**src/rtl/mdm_pkg.sv**
```systemverilog
package mdm_pkg;
  typedef enum logic [1:0] {
    MODE_FDX = 2'd0,
    MODE_HDX = 2'd1,
    MODE_MPT = 2'd2
  } mode_e;

  typedef enum logic [2:0] {
    ST_IDLE    = 3'd0,
    ST_RXWAIT  = 3'd1,
    ST_CHK     = 3'd2,
    ST_CTSWAIT = 3'd3,
    ST_SEND    = 3'd4
  } st_e;

  localparam int unsigned CHK_CYCLES = 2;
endpackage

```
**src/rtl/mdm_sat_cnt.sv**
```systemverilog
module mdm_sat_cnt #(
  parameter int unsigned W = 8
) (
  input  logic         clk_i,
  input  logic         rst_ni,
  input  logic         inc_i,
  output logic [W-1:0] cnt_o
);
  localparam logic [W-1:0] MAX = {W{1'b1}};

  logic [W-1:0] cnt_q;

  always_ff @(posedge clk_i or negedge rst_ni) begin
    if (!rst_ni) cnt_q <= '0;
    else if (inc_i && cnt_q != MAX) cnt_q <= cnt_q + 1'b1;
  end

  assign cnt_o = cnt_q;

  p_sat_hold_r11: assert property (@(posedge clk_i) disable iff (!rst_ni)
    (cnt_q == MAX) |=> (cnt_q == MAX));
  p_step_r3: assert property (@(posedge clk_i) disable iff (!rst_ni)
    (inc_i && cnt_q != MAX) |=> (cnt_q == $past(cnt_q) + 1'b1));
endmodule

```
**src/rtl/mdm_fsm.sv**
```systemverilog
module mdm_fsm
  import mdm_pkg::*;
#(
  parameter int unsigned TMO_W = 8
) (
  input  logic             clk_i,
  input  logic             rst_ni,
  input  logic [1:0]       mode_i,
  input  logic             start_req_i,
  input  logic             cts_i,
  input  logic             rx_busy_i,
  input  logic             tx_done_i,
  input  logic             tx_underrun_i,
  input  logic [TMO_W-1:0] cts_lim_i,
  output logic             rts_o,
  output logic             tx_en_o,
  output logic             rx_en_o,
  output logic             flush_o,
  output logic             drop_o,
  output logic             abort_o,
  output logic             tmo_o,
  output logic             abort_inc_o,
  output logic             err_inc_o
);
  localparam logic [TMO_W-1:0] CHK_LAST = TMO_W'(CHK_CYCLES - 1);

  st_e              st_q, st_d;
  mode_e            mode_q, mode_in;
  logic [TMO_W-1:0] cnt_q, cnt_d;
  logic             flush_d, drop_d, abort_d, tmo_d;
  logic             flush_q, drop_q, abort_q, tmo_q;

  assign mode_in = (mode_i == 2'd3) ? MODE_FDX : mode_e'(mode_i);

  always_comb begin
    st_d    = st_q;
    cnt_d   = cnt_q;
    flush_d = 1'b0;
    drop_d  = 1'b0;
    abort_d = 1'b0;
    tmo_d   = 1'b0;
    unique case (st_q)
      ST_IDLE: begin
        cnt_d = '0;
        if (start_req_i) begin
          unique case (mode_in)
            MODE_HDX: st_d = rx_busy_i ? ST_RXWAIT : ST_CHK;
            MODE_MPT: st_d = ST_CTSWAIT;
            default:  st_d = ST_CHK;
          endcase
        end
      end
      ST_RXWAIT: begin
        if (!start_req_i)    st_d = ST_IDLE;
        else if (!rx_busy_i) st_d = ST_CHK;
      end
      ST_CHK: begin
        if (cts_i) st_d = ST_SEND;
        else if (cnt_q == CHK_LAST) begin
          st_d    = ST_IDLE;
          flush_d = 1'b1;
        end else cnt_d = cnt_q + 1'b1;
      end
      ST_CTSWAIT: begin
        if (cts_i) st_d = ST_SEND;
        else if (cnt_q == cts_lim_i) begin
          st_d  = ST_IDLE;
          tmo_d = 1'b1;
        end else cnt_d = cnt_q + 1'b1;
      end
      ST_SEND: begin
        if (tx_done_i) begin
          // full duplex holds RTS across back-to-back frames
          if (mode_q == MODE_FDX && start_req_i) begin
            st_d  = ST_CHK;
            cnt_d = '0;
          end else st_d = ST_IDLE;
        end else if (tx_underrun_i) begin
          st_d   = ST_IDLE;
          drop_d = 1'b1;
        end else if (!cts_i) begin
          st_d    = ST_IDLE;
          drop_d  = 1'b1;
          abort_d = 1'b1;
        end
      end
      default: st_d = ST_IDLE;
    endcase
  end

  always_ff @(posedge clk_i or negedge rst_ni) begin
    if (!rst_ni) begin
      st_q    <= ST_IDLE;
      mode_q  <= MODE_FDX;
      cnt_q   <= '0;
      flush_q <= 1'b0;
      drop_q  <= 1'b0;
      abort_q <= 1'b0;
      tmo_q   <= 1'b0;
    end else begin
      st_q    <= st_d;
      cnt_q   <= cnt_d;
      flush_q <= flush_d;
      drop_q  <= drop_d;
      abort_q <= abort_d;
      tmo_q   <= tmo_d;
      if (st_q == ST_IDLE) mode_q <= mode_in;
    end
  end

  assign rts_o       = (st_q == ST_CHK) || (st_q == ST_CTSWAIT) || (st_q == ST_SEND);
  assign tx_en_o     = (st_q == ST_SEND);
  assign rx_en_o     = !(mode_q == MODE_HDX && rts_o);
  assign flush_o     = flush_q;
  assign drop_o      = drop_q;
  assign abort_o     = abort_q;
  assign tmo_o       = tmo_q;
  assign abort_inc_o = abort_d;
  assign err_inc_o   = flush_d | tmo_d;

  p_cts_loss_abort_r4: assert property (@(posedge clk_i) disable iff (!rst_ni)
    (st_q == ST_SEND && !tx_done_i && !tx_underrun_i && !cts_i) |=> (abort_o && drop_o && !rts_o));
  p_underrun_silent_r5: assert property (@(posedge clk_i) disable iff (!rst_ni)
    (st_q == ST_SEND && !tx_done_i && tx_underrun_i) |=> (drop_o && !abort_o));
  p_done_no_drop_r6: assert property (@(posedge clk_i) disable iff (!rst_ni)
    (st_q == ST_SEND && tx_done_i) |=> !drop_o);
  p_hdx_busy_r7: assert property (@(posedge clk_i) disable iff (!rst_ni)
    (st_q == ST_IDLE && mode_in == MODE_HDX && rx_busy_i) |=> !rts_o);
  p_mode_hold_r10: assert property (@(posedge clk_i) disable iff (!rst_ni)
    (st_q != ST_IDLE && $past(st_q) != ST_IDLE) |-> $stable(mode_q));
  p_flush_pulse_r3: assert property (@(posedge clk_i) disable iff (!rst_ni)
    flush_o |=> !flush_o);
endmodule

```
**src/rtl/mdm_tx_seq.sv**
```systemverilog
module mdm_tx_seq #(
  parameter int unsigned CNT_W = 8,
  parameter int unsigned TMO_W = 8
) (
  input  logic             clk_i,
  input  logic             rst_ni,
  input  logic [1:0]       mode_i,
  input  logic             start_req_i,
  input  logic             cts_i,
  input  logic             rx_busy_i,
  input  logic             tx_done_i,
  input  logic             tx_underrun_i,
  input  logic [TMO_W-1:0] cts_wait_lim_i,
  output logic             rts_o,
  output logic             tx_en_o,
  output logic             rx_en_o,
  output logic             queue_flush_o,
  output logic             frame_drop_o,
  output logic             abort_o,
  output logic             cts_timeout_o,
  output logic [CNT_W-1:0] abort_cnt_o,
  output logic [CNT_W-1:0] err_cnt_o
);
  localparam int unsigned N_CNT = 2;

  logic             abort_inc, err_inc;
  logic [N_CNT-1:0] inc_vec;
  logic [CNT_W-1:0] cnt_vec [N_CNT];

  mdm_fsm #(.TMO_W(TMO_W)) u_fsm (
    .clk_i        (clk_i),
    .rst_ni       (rst_ni),
    .mode_i       (mode_i),
    .start_req_i  (start_req_i),
    .cts_i        (cts_i),
    .rx_busy_i    (rx_busy_i),
    .tx_done_i    (tx_done_i),
    .tx_underrun_i(tx_underrun_i),
    .cts_lim_i    (cts_wait_lim_i),
    .rts_o        (rts_o),
    .tx_en_o      (tx_en_o),
    .rx_en_o      (rx_en_o),
    .flush_o      (queue_flush_o),
    .drop_o       (frame_drop_o),
    .abort_o      (abort_o),
    .tmo_o        (cts_timeout_o),
    .abort_inc_o  (abort_inc),
    .err_inc_o    (err_inc)
  );

  assign inc_vec = {err_inc, abort_inc};

  for (genvar g = 0; g < N_CNT; g++) begin : g_cnt
    mdm_sat_cnt #(.W(CNT_W)) u_cnt (
      .clk_i (clk_i),
      .rst_ni(rst_ni),
      .inc_i (inc_vec[g]),
      .cnt_o (cnt_vec[g])
    );
  end

  assign abort_cnt_o = cnt_vec[0];
  assign err_cnt_o   = cnt_vec[1];

  p_tx_en_rts_r6: assert property (@(posedge clk_i) disable iff (!rst_ni)
    tx_en_o |-> rts_o);
  p_one_event_r9: assert property (@(posedge clk_i) disable iff (!rst_ni)
    $onehot0({queue_flush_o, frame_drop_o, cts_timeout_o}));
  p_timeout_no_flush_r9: assert property (@(posedge clk_i) disable iff (!rst_ni)
    cts_timeout_o |-> (!queue_flush_o && !rts_o));
endmodule

```
**config.mk**
```make
export PLATFORM = sky130hd
export DESIGN_NAME = mdm_tx_seq
export DESIGN_NICKNAME = d
export VERILOG_FILES = /design/src/rtl/mdm_pkg.sv /design/src/rtl/mdm_sat_cnt.sv /design/src/rtl/mdm_fsm.sv /design/src/rtl/mdm_tx_seq.sv
export SDC_FILE = /design/constraint.sdc
export NUM_CORES = 1
export LEC_CHECK = 0
export CAP_MARGIN = 20
export CORE_UTILIZATION = 56
export CTS_BUF_LIST = sky130_fd_sc_hd__clkbuf_2
export DETAILED_ROUTE_END_ITERATION = 16
export PLACE_DENSITY = 0.87
export RECOVER_POWER = 25
export SLEW_MARGIN = 30
export SYNTH_ARGS = -nofsm -noshare
export SYNTH_HDL_FRONTEND = slang
export SYNTH_SLANG_ARGS = --single-unit
```
**constraint.sdc**
```tcl
create_clock -name clk_i -period 3.3 [get_ports clk_i]
set_input_delay 0.33 -clock clk_i [delete_from_list [all_inputs] [get_ports clk_i]]
set_output_delay 0.33 -clock clk_i [all_outputs]
set_load 0.1 [all_outputs]
```
# --- Yosys cells after proc, flatten, opt, wreduce, memory -nomap -nowiden ---
# Index checks and enable logic that the tools add are counted.
op_classes:
  add_sub_neg: 3
  eq_ne: 23
  muxes: 35
  n_bitwise: 1
  reduce_logical: 12
ops:
  columns: ["cell", "n"]
  rows:
  - ["$mux W8", 6]
  - ["$pmux W8 S4", 1]
  - ["$mux W3", 10]
  - ["$add A8 B1 Y8 const B", 3]
  - ["$ne A8 B8 Y1 const B", 2]
  - ["$pmux W3 S5", 1]
  - ["$mux W1", 13]
  - ["$ne A2 B2 Y1 const B", 6]
  - ["$eq A8 B1 Y1 const B", 1]
  - ["$eq A8 B8 Y1", 1]
  - ["$reduce_and A7 Y1", 1]
  - ["$eq A3 B2 Y1 const B", 2]
  - ["$mux W2", 3]
  - ["$ne A3 B2 Y1 const B", 2]
  - ["$pmux W3 S2", 1]
  - ["$reduce_and A5 Y1", 1]
  - ["$eq A2 B1 Y1 const B", 2]
  - ["$eq A2 B2 Y1 const B", 2]
  - ["$logic_and A1 B1 Y1", 4]
  - ["$ne A4 B4 Y1 const B", 1]
  - ["$reduce_bool A4 Y1", 1]
  - ["$eq A3 B1 Y1 const B", 1]
  - ["$eq A3 B3 Y1 const B", 1]
  - ["$logic_not A3 Y1", 1]
  - ["6 further kinds", 7]
word_totals:
  reg_bits: 33
  input_bits: 17
  output_inout_bits: 23

# --- Depth between registers and ports, before layout ---
# Gate-level depths: netlist of the first run.
depth:
  word_depth: 6
  ltp_mapped: 7
  depth_no_buf: 6

# --- Cells and area by module ---
# From an unflattened synthesis of the first run, not the netlist that was laid out.
unflattened:
  hier_cells: 182
  hier_area_um2: 1904.3
modules_own_cells:
  columns: ["mod", "n_inst", "cells_each", "area_per_inst_um2", "seq_area_each_um2"]
  rows:
  - ["mdm_fsm", 1, 114, 1088.5, 425.4]
  - ["mdm_sat_cnt", 2, 34, 407.9, 200.2]

# --- Least setup slack after synthesis of the first run ---
# No wires, ideal clock.
synth_timing:
  path_kind: "flip-flop to output port"
  start: "register u_fsm.st_q[0]"
  end: "output port rx_en_o"
  t_arrival_ns: 2.509
  required_time_ns: 2.970
  setup_slack_ns: 0.461
  path_stages_with_launch: 4
  path_buffers: 0
  cell_sequence: "dfrtp_1 -> or3b_1 -> nand2_1 -> nand3b_1"
synth_via:
  elab_chain_cells: 5
  word_cells_on_any_way: 7
  cone_classes: "eq/ne (3); reduce/logical (4)"
synth_lines:
  columns: ["element", "line", "source"]
  rows:
  - ["start, declared", "mdm_fsm.sv:27", "st_e st_q, st_d;"]
  - ["start signal, assigned", "mdm_fsm.sv:101", "st_q <= st_d;"]
  - ["$eq A3 B2 Y1", "mdm_fsm.sv:111", "assign rts_o = (st_q == ST_CHK) || (st_q == ST_CTSWAIT) || (st_q == ST_SEND);"]
  - ["$logic_or A1 B1 Y1", "mdm_fsm.sv:111", null]
  - ["$logic_or A1 B1 Y1 *", "mdm_fsm.sv:111", null]
  - ["net rts_o", "mdm_tx_seq.sv:14", "output logic rts_o,"]
  - ["$logic_and A1 B1 Y1 *", "mdm_fsm.sv:113", "assign rx_en_o = !(mode_q == MODE_HDX && rts_o);"]
  - ["$logic_not A1 Y1 *", "mdm_fsm.sv:113", null]
  - ["end, declared", "mdm_tx_seq.sv:16", "output logic rx_en_o,"]
# Mark *: on every way through the listed nets, which the timed path passes. The rest lies on a longest branch.

# --- Final worst setup path of the first run ---
layout_timing:
  start: "register g_cnt[1].u_cnt.cnt_q[2]"
  end: "output port err_cnt_o[2]"
layout_rtl:
  columns: ["element", "line", "source"]
  rows:
  - ["start, declared", "mdm_sat_cnt.sv:11", "logic [W-1:0] cnt_q;"]
  - ["start signal, assigned", "mdm_sat_cnt.sv:15", "else if (inc_i && cnt_q != MAX) cnt_q <= cnt_q + 1'b1;"]
  - ["end, declared", "mdm_tx_seq.sv:22", "output logic [CNT_W-1:0] err_cnt_o"]
# No word-level cell between the ends.

==> out/metrics.cfg, run 1 <==
[logic_synthesis]
syn_avg_cell_area_um2=10.7
synthCells=173
synth_edf_count=0
synth.most_common_cell=dfrtp_1
synth_warnings=0
synthTopCellsByArea=dfrtp_1 45%, xnor2_1 8.0%, ha_1 4.7%
synth_ff_type=dfrtp_1
synthArstFlopShare_pct=100
syn_area_um2=1850
ys_ff_latch=33
synth_cell_types=48
syn_nets=197
synth_top_area_share_pct=44.5
yosysTopAreaCell=dfrtp_1
yosysSeqAreaShare_pct=44.5
synth_common_cells=33 x dfrtp_1, 17 x xnor2_1, 11 x nand2_1, 9 x inv_1, 9 x nand3_1

[sta]
finalWorstSetupSlack_ns=0.921
finalHoldViolCount=0
tightest_slew_ns=1.71
rsz0062_at_grt=no
finalSetupTns_ns=0
fin_skew_ns=0.0257
final-max-slew-violation-count=34
max_freq_ghz=0.420
setup_violations=0
fin_crit_sh_pct=72.1
maxSlewHeadroom_pct=-14.3
period_needed_ns=2.38

[hold_path]
hold_path.class=flip-flop to flip-flop

[run_status]
violations=max-capacitance violations, max-slew violations
status=complete, but fails checks

[floorplan]
core-area_um2=3100
initial_core_util_pct=59.8
die_x_um=59.5
die-area_um2=3550
die_h_um=59.5
rows=20
ios=40

[flow_run]
max_cap_violations=1

[power_and_ir_drop]
peakVddDrop_mv=0.618
leakage_nw=1.02
power.density_nw_per_um2=628
power_mw=1.46

[clock_network]
cts-root-buf=clkbuf_2
cts_post_setup_buffers_inserted=0
cts-buffers-inserted=5
cts_tree=built
ctsHtreeMaxLevel=2
clock_latency_ns=0.39
clockBufferDepth=2
ctsHoldBuffers=0
cts.sinks=33
cts_resized=0
clk_pin_slew_worst_paths_ns=0.19

[layout]
final_nets=243
fill_cells=254
diodes=0
layout-drive-gt1-share_pct=12.3
synthToLayoutAreaGrowth_pct=25.6
design_area_um2=2330

[setup_path]
worstPathCellList=clkdlybuf4s50_1
crit_start=g_cnt[1].u_cnt.cnt_o[2]$_DFFE_PN0P_
critPathRequiredTime_ns=2.97
cp_num_buf_inv=1
rr_worst_depth=6
cp_max_fo=6
crit_end=err_cnt_o[2]
cp.arrival_ns=2.05
crit_cells=1
r2r_end=u_fsm.cnt_q[7]$_DFFE_PN0P_
endpoint_kind=output pin
path_class=flip-flop to output pin
slowest_stage=clkdlybuf4s50_1
timing.rr.start=u_fsm.cnt_q[5]$_DFFE_PN0P_
path_delay_family=buffers and inverters
slowest_delay_ns=1.17
reg2reg_slack_ns=1.07
startpoint_type=flip-flop

[global_routing]
grtUsageMet2_pct=43.5
grt_pass1_wl_um=6520
met3_usage_pct=6.33
gr-max-usage-layer=met2
grt_pass1_vias=1473
grt_max_degree=34
grtUsageMet1_pct=29.5
grt-ovfl-total=0
grt_usage_pct=25.2
antenna_found_initial=0

[routing]
drt-wirelength-per-cell_um=15.0
drtIter0Drc=48
ant_nets=0
drc=0
num_vias=1509
vias_per_cell=5.72
first_pass_iters=4
drt-total-wl_um=3970

[placed_design]
dpl_cell_area_um2=2290
io_buffers=39
place.gp.congestion=0.843
dpl.hpwl_um=2950
post-place-ws_ns=0.828

## cells in the final DEF (no fill, tap or decap), types with 2 or more instances in the layout
cell             instances
nand2b_1                 4
dfrtp_1                 33
and4_1                   2
nor2_1                   8
mux2i_1                  2
nand4_1                  7
nor2b_1                  2
inv_1                    9
clkdlybuf4s50_1         35
or2_2                    3
nand3_1                  9
nor3_1                   6
o21ai_0                  3
clkbuf_2                 5
o311ai_0                 5
xnor2_1                 17
a21oi_1                  2
nor4_1                   2
and3_1                   4
mux2_2                   3
clkinv_2                 2
nand2_1                 11
xor2_1                   4
o31ai_1                  4
buf_4                    4
ha_1                     7
## worst min-delay path by stage
stage	start	to	slack (ns)	depth (start not counted)
final	g_cnt[1].u_cnt.cnt_o[5]$_DFFE_PN0P_	g_cnt[1].u_cnt.cnt_o[5]$_DFFE_PN0P_	0.52	1
after global routing	g_cnt[0].u_cnt.cnt_o[7]$_DFFE_PN0P_	g_cnt[0].u_cnt.cnt_o[7]$_DFFE_PN0P_	0.55	1
after CTS	rst_ni	u_fsm.cnt_q[4]$_DFFE_PN0P_	0.31	2
after detailed placement	g_cnt[1].u_cnt.cnt_o[5]$_DFFE_PN0P_	g_cnt[1].u_cnt.cnt_o[5]$_DFFE_PN0P_	0.49	1
after global placement	g_cnt[1].u_cnt.cnt_o[5]$_DFFE_PN0P_	g_cnt[1].u_cnt.cnt_o[5]$_DFFE_PN0P_	0.48	1
after floorplan	rst_ni	g_cnt[0].u_cnt.cnt_o[0]$_DFFE_PN0P_	0.03	0
## area by class of cell
type	instances	area (µm²)	area share, %
sequential	33	826	35.4
clock inverter	3	17.5	0.752
multi-input combinational	129	978	42.0
clock buffer	5	25.0	1.07
timing repair buffer	41	394	16.9
inverter	9	33.8	1.45
tap	44	55.1	2.36
## registers in the layout, summed over array words and instances, names as in the netlist
signal             count
g_cnt.u_cnt.cnt_o     16
u_fsm.abort_o          1
u_fsm.cnt_q            8
u_fsm.drop_o           1
u_fsm.flush_o          1
u_fsm.mode_q           2
u_fsm.st_q             3
u_fsm.tmo_o            1
## per-stage QoR
stage	std cells	utilization (%)	hold slack (ns)
floorplan	173	-	0.0344
global placement	256	73.8	0.484
detailed placement	256	73.8	0.494
CTS	264	75.2	0.313
global route	264	75.1	0.546
finish	264	75.1	0.516
## cells by family (layout without fill, tap and decap cells)
logic type | after synthesis | in the layout | synth area share (%)
xor gates and xnor gates | 21 | 21 | 9.92
buffers and inverters | 11 | 58 | 2.70
muxes | 7 | 7 | 4.32
adders and majority gates | 7 | 7 | 4.72
AOI/OAI and AO/OA | 24 | 24 | 10.9
and+or+nand+nor | 70 | 70 | 22.9
DFF | 33 | 33 | 44.5
## report_power, final
part / total [mW] / switching, mW / internal, mW
logic: 0.736 / 0.516 / 0.220
clock network: 0.195 / 0.146 / 0.0494
registers: 0.532 / 0.0712 / 0.460
total: 1.46 / 0.733 / 0.729
## per-layer routing
| metal | part of all wire, % | vias to the layer above | wire length, µm |
|---|---|---|---|
| met5 | 0 | - | 0 |
| met4 | 2.0 | 0 | 81 |
| met3 | 6.3 | 10 | 251 |
| met2 | 50 | 63 | 1970 |
| met1 | 42 | 709 | 1670 |
| li1 | - | 727 | - |
No activity file was read; power rests on OpenSTA's default activity.
==> run 2, diff against run 1 <==
--- a/config.mk
+++ b/config.mk
@@ -6,10 +6,10 @@
 export NUM_CORES = 1
 export LEC_CHECK = 0
 export CAP_MARGIN = 20
-export CORE_UTILIZATION = 56
+export CORE_UTILIZATION = 47
 export CTS_BUF_LIST = sky130_fd_sc_hd__clkbuf_2
 export DETAILED_ROUTE_END_ITERATION = 16
-export PLACE_DENSITY = 0.87
+export PLACE_DENSITY = 0.78
 export RECOVER_POWER = 25
 export SLEW_MARGIN = 30
 export SYNTH_ARGS = -nofsm -noshare
==> constraint.sdc (replaced) <==
create_clock -name clk_i -period 2 [get_ports clk_i]
set_input_delay 0.2 -clock clk_i [delete_from_list [all_inputs] [get_ports clk_i]]
set_output_delay 0.2 -clock clk_i [all_outputs]
set_load 0.1 [all_outputs]
==> run 2 against run 1 <==
Compared with the run above:
- the run now ends clean
- total power is 80% higher
- clock skew up 0.0050 ns
- wire length increased by 4.8%
- combinational power grew 94%
- sequential power increased by 67%
- largest cell class unchanged
- cell count rose by 7.6%
- highest routed layer unchanged
- sequential share of layout area fell by 1.7 points
- via count rose by 4.4%
- clock-buffer cell count rose by 2
==> out/metrics.cfg, run 2 (synthesis results as in run 1) <==
[sta]
finalHoldViolCount=0
setup_violations=0
finalWorstSetupSlack_ns=0.0803
tightest_slew_ns=0.806
final-max-slew-violation-count=0
rsz0062_at_grt=no
maxSlewHeadroom_pct=46.3
fin_skew_ns=0.0307
period_needed_ns=1.92
hold_slack_ns=0.417
max_freq_ghz=0.521
fin_crit_sh_pct=96.0

[setup_path]
cp_max_fo=9
critPathRequiredTime_ns=2.27
cp.arrival_ns=2.19
path_class=flip-flop to flip-flop
endpoint_kind=flip-flop
startpoint_type=flip-flop

[floorplan]
initial_core_util_pct=49.9
core-area_um2=3720
ios=40
die_h_um=64.8
rows=22
die-area_um2=4200
die_x_um=64.8

[layout]
largest_reg_flops=16
regArea_um2=842
final_common_cell=buf_4
layout-drive-gt1-share_pct=34.3
fin_util_pct=67.2
synthToLayoutAreaGrowth_pct=34.7
diodes=0
multi_input_area_um2=1010
final_cells=284
final_cell_mix=36 x buf_4, 20 x dfrtp_1, 15 x xnor2_1, 15 x clkdlybuf4s50_1, 13 x dfrtp_2
fill_cells=294
final_nets=259

[global_routing]
grt_pass1_vias=1514
grt_usage_pct=21.7
grt-ovfl-total=0
grt_max_degree=34
grt_pass1_wl_um=6950
antenna_found_initial=0

[routing]
drt-wirelength-per-cell_um=14.6
drt-total-wl_um=4160
drc=0
num_vias=1575
first_pass_iters=4
ant_nets=0
vias_per_cell=5.55
drtIter0Drc=70

[power_and_ir_drop]
internal_power_mw=1.39
leakage_nw=1.15
p_switching_mw=1.25
swShare_pct=47.4
power_frac_comb_pct=54.1
clkPwrFrac_pct=12.2
power_mw=2.64
power.density_nw_per_um2=1060
p_seq_share_pct=33.7
peakVddDrop_mv=1.10

[clock_network]
cts_tree=built
clockBufferDepth=2
ctsHtreeMaxLevel=2
cts-buffers-inserted=5
cts-root-buf=clkbuf_2
clock_latency_ns=0.38
cts.sinks=33
ctsHoldBuffers=0
clk_pin_slew_worst_paths_ns=0.18

[placed_design]
post-place-ws_ns=-0.117
dpl.hpwl_um=3220
io_buffers=39
placed_cells=273
place.gp.congestion=0.885

[hold_path]
hold_path.class=input port to asynchronous set/reset pin

[flow_run]
max_cap_violations=0

[run_status]
status=complete, no violations

-- run 2: power by group through the flow --
stage	clock network, mW	logic [mW]	registers [mW]
2_1_floorplan	0	0.669	1.19
3_3_place_gp	0	1.38	0.895
3_5_place_dp	0	1.40	0.902
4_1_cts	0.336	1.40	0.890
5_1_grt	0.367	1.51	0.907
6_report	0.322	1.43	0.889
-- run 2: per-stage QoR --
| stage | setup TNS, ns | cell area [µm²] |
|---|---|---|
| after floorplan | -0.0265 | 1890 |
| after global placement | -0.249 | 2410 |
| after detailed placement | -0.950 | 2410 |
| after CTS | 0 | 2460 |
| after global routing | 0 | 2500 |
| final | 0 | 2500 |
-- run 2: worst max-delay path, cell delays in order, from the launching register on --
cell and delay, ns:
dfrtp_1 0.49, ha_1 0.24, nand4_1 0.14, o41ai_4 0.10
buf_6 0.15, buf_4 0.15, o311ai_0 0.40, o31ai_1 0.14
-- run 2: layer usage --
metal	part of all wire (%)	track usage [%]	wire length, µm
met3	5.4	6.16	224
met4	1.2	7.50	48
met2	50	36.7	2080
met1	43	26.3	1810
met5	0	0	0
-- run 2: area by class of cell --
type | count | area share (%)
timing repair buffer | 57 | 20.3
clock inverter | 1 | 0.301
clock buffer | 7 | 1.40
tap | 48 | 2.40
inverter | 9 | 1.35
multi-input combinational | 129 | 40.5
sequential | 33 | 33.7
-- run 2: final timing paths --
path | from | to | slack (ns) | cells after the start
max | u_fsm.cnt_q[0]$_DFFE_PN0P_ | u_fsm.cnt_q[5]$_DFFE_PN0P_ | 0.08 | 7
min | rst_ni | u_fsm.cnt_q[5]$_DFFE_PN0P_ | 0.42 | 2
max reg2reg | u_fsm.cnt_q[0]$_DFFE_PN0P_ | u_fsm.cnt_q[5]$_DFFE_PN0P_ | 0.08 | 7
min reg2reg | g_cnt[0].u_cnt.cnt_o[2]$_DFFE_PN0P_ | g_cnt[0].u_cnt.cnt_o[2]$_DFFE_PN0P_ | 0.51 | 1
max in group asynchronous | rst_ni | g_cnt[0].u_cnt.cnt_o[1]$_DFFE_PN0P_ | 1.02 | 2
min in group clk_i | tx_underrun_i | u_fsm.abort_o$_DFF_PN0_ | 0.47 | 2
-- run 2: timing repair --
item | CTS | global route
endpoints found under the setup margin | 1 | 14
resized for setup | 1 | 5
setup buffers | 0 | 3
==> run 3, diff against run 2 <==
--- a/config.mk
+++ b/config.mk
@@ -6,12 +6,11 @@
 export NUM_CORES = 1
 export LEC_CHECK = 0
 export CAP_MARGIN = 20
-export CORE_UTILIZATION = 47
+export CORE_UTILIZATION = 40
 export CTS_BUF_LIST = sky130_fd_sc_hd__clkbuf_2
 export DETAILED_ROUTE_END_ITERATION = 16
-export PLACE_DENSITY = 0.78
+export PLACE_DENSITY = 0.68
 export RECOVER_POWER = 25
-export SLEW_MARGIN = 30
 export SYNTH_ARGS = -nofsm -noshare
 export SYNTH_HDL_FRONTEND = slang
 export SYNTH_SLANG_ARGS = --single-unit
==> run 3 against run 2 <==
Compared with the run above:
- setup slack lost 0.041 ns
- global-route usage is 3.2 points lower
- clock skew is 0.018 ns lower
- critical path type unchanged
- critical endpoint is now u_fsm.cnt_q[4]$_DFFE_PN0P_
==> out/metrics.cfg, run 3 (synthesis results as in run 1) <==
[power_and_ir_drop]
peakVddDrop_mv=1.32
power.density_nw_per_um2=1090
leakage_nw=1.20
power_mw=2.83

[routing]
drt-total-wl_um=4160
drc=0
first_pass_iters=4
vias_per_cell=5.53
drt-wirelength-per-cell_um=14.3
drtIter0Drc=109
ant_nets=0
num_vias=1616

[clock_network]
ctsHoldBuffers=0
cts-root-buf=clkbuf_2
clock_latency_ns=0.38
clockBufferDepth=2
cts.sinks=33
clk_pin_slew_worst_paths_ns=0.17
cts-buffers-inserted=5
cts_tree=built
ctsHtreeMaxLevel=2

[hold_path]
hold_path.class=input port to asynchronous set/reset pin

[layout]
diodes=0
fill_cells=403
largest_reg_flops=16
final_common_cell=buf_4
layout-drive-gt1-share_pct=38.3
final_cell_mix=40 x buf_4, 19 x dfrtp_1, 15 x clkdlybuf4s50_1
final_nets=263
synthToLayoutAreaGrowth_pct=40.4

[setup_path]
startpoint_type=flip-flop
path_class=flip-flop to flip-flop
cp.arrival_ns=2.22
rr_worst_depth=8
endpoint_kind=flip-flop
cp_max_fo=9
critPathRequiredTime_ns=2.26

[sta]
fin_skew_ns=0.0123
final-max-slew-violation-count=0
max_freq_ghz=0.510
tightest_slew_ns=0.836
setup_violations=0
rsz0062_at_grt=yes
finalHoldViolCount=0
maxSlewHeadroom_pct=44.3
period_needed_ns=1.96
fin_crit_sh_pct=98.0
hold_slack_ns=0.425

[global_routing]
grt-ovfl-total=0
grt_pass1_wl_um=7270
antenna_found_initial=0
grt_usage_pct=18.5
grt_pass1_vias=1579
grt_max_degree=34

[placed_design]
io_buffers=39
dpl.hpwl_um=2970
place.gp.congestion=0.842

[floorplan]
ios=40
core-area_um2=4410
initial_core_util_pct=42.0
die_x_um=70.1
die-area_um2=4910
rows=24
die_h_um=70.1

[run_status]
status=complete, no violations

[flow_run]
max_cap_violations=0

==> run 3: cell types whose count changed in the layout (fill, tap and decap cells not counted), moves of 3 or more <==
cell     delta
buf_4       +4
o31ai_1     -3
o31ai_2     +3
xnor2_1     -3
xnor2_2     +3
==> run 3: cell type report <==
| cell class | instances | area [µm²] | area share, % |
|---|---|---|---|
| clock buffer | 6 | 30.0 | 1.15 |
| clock inverter | 2 | 33.8 | 1.30 |
| inverter | 9 | 33.8 | 1.30 |
| multi-input combinational | 129 | 1060 | 40.7 |
| sequential | 33 | 843 | 32.4 |
| tap | 52 | 65.1 | 2.50 |
| timing repair buffer | 61 | 537 | 20.6 |
==> run 3: final timing paths <==
kind / start / end / slack (ns)
setup / recovery: u_fsm.cnt_q[1]$_DFFE_PN0P_ / u_fsm.cnt_q[4]$_DFFE_PN0P_ / 0.04
hold / removal: rst_ni / u_fsm.cnt_q[1]$_DFFE_PN0P_ / 0.43
setup reg to reg: u_fsm.cnt_q[1]$_DFFE_PN0P_ / u_fsm.cnt_q[4]$_DFFE_PN0P_ / 0.04
hold reg to reg: g_cnt[1].u_cnt.cnt_o[5]$_DFFE_PN0P_ / g_cnt[1].u_cnt.cnt_o[5]$_DFFE_PN0P_ / 0.50
max in group asynchronous: rst_ni / u_fsm.st_q[1]$_DFFE_PN0P_ / 0.98
min in group clk_i: tx_underrun_i / u_fsm.abort_o$_DFF_PN0_ / 0.47
==> run 3: layer usage <==
metal  GRT usage, %  vias to the layer above  share of wire (%)
met5              0                        -                  0
met4           6.00                        0                1.3
met3           4.47                        9                5.0
met2           29.7                       48                 49
met1           24.7                      787                 45
li1               -                      772                  -
==> run 3: power breakdown <==
group	leakage (nW)	switching (mW)	internal, mW
clock network	0.0406	0.230	0.213
registers	0.430	0.118	0.772
logic	0.733	0.927	0.565
total	1.20	1.27	1.55
==> run 3: what timing repair did <==
item,in CTS,in global routing
setup buffers,0,3
gates resized for setup,0,17
endpoints found under the setup margin,0,13
==> run 3: metrics by stage <==
stage / cell area (µm²) / setup TNS [ns] / cells / utilization [%] / worst slack [ns]
floorplan: 1890 / -0.0265 / 173 / - / -0.0265
global placement: 2450 / -0.751 / 281 / 55.4 / -0.0851
detailed placement: 2450 / -1.24 / 281 / 55.4 / -0.163
CTS: 2510 / 0 / 289 / 56.9 / 0.0112
global route: 2600 / -0.0696 / 292 / 59.0 / -0.0659
finish: 2600 / 0 / 292 / 59.0 / 0.0394
==> run 3: critical path, stage by stage (launching register included) <==
cell,delay (ns)
dfrtp_2,0.44
inv_1,0.07
ha_1,0.18
nand4_1,0.17
o41ai_4,0.11
buf_4,0.18
buf_6,0.14
o311ai_1,0.42
o31ai_2,0.13
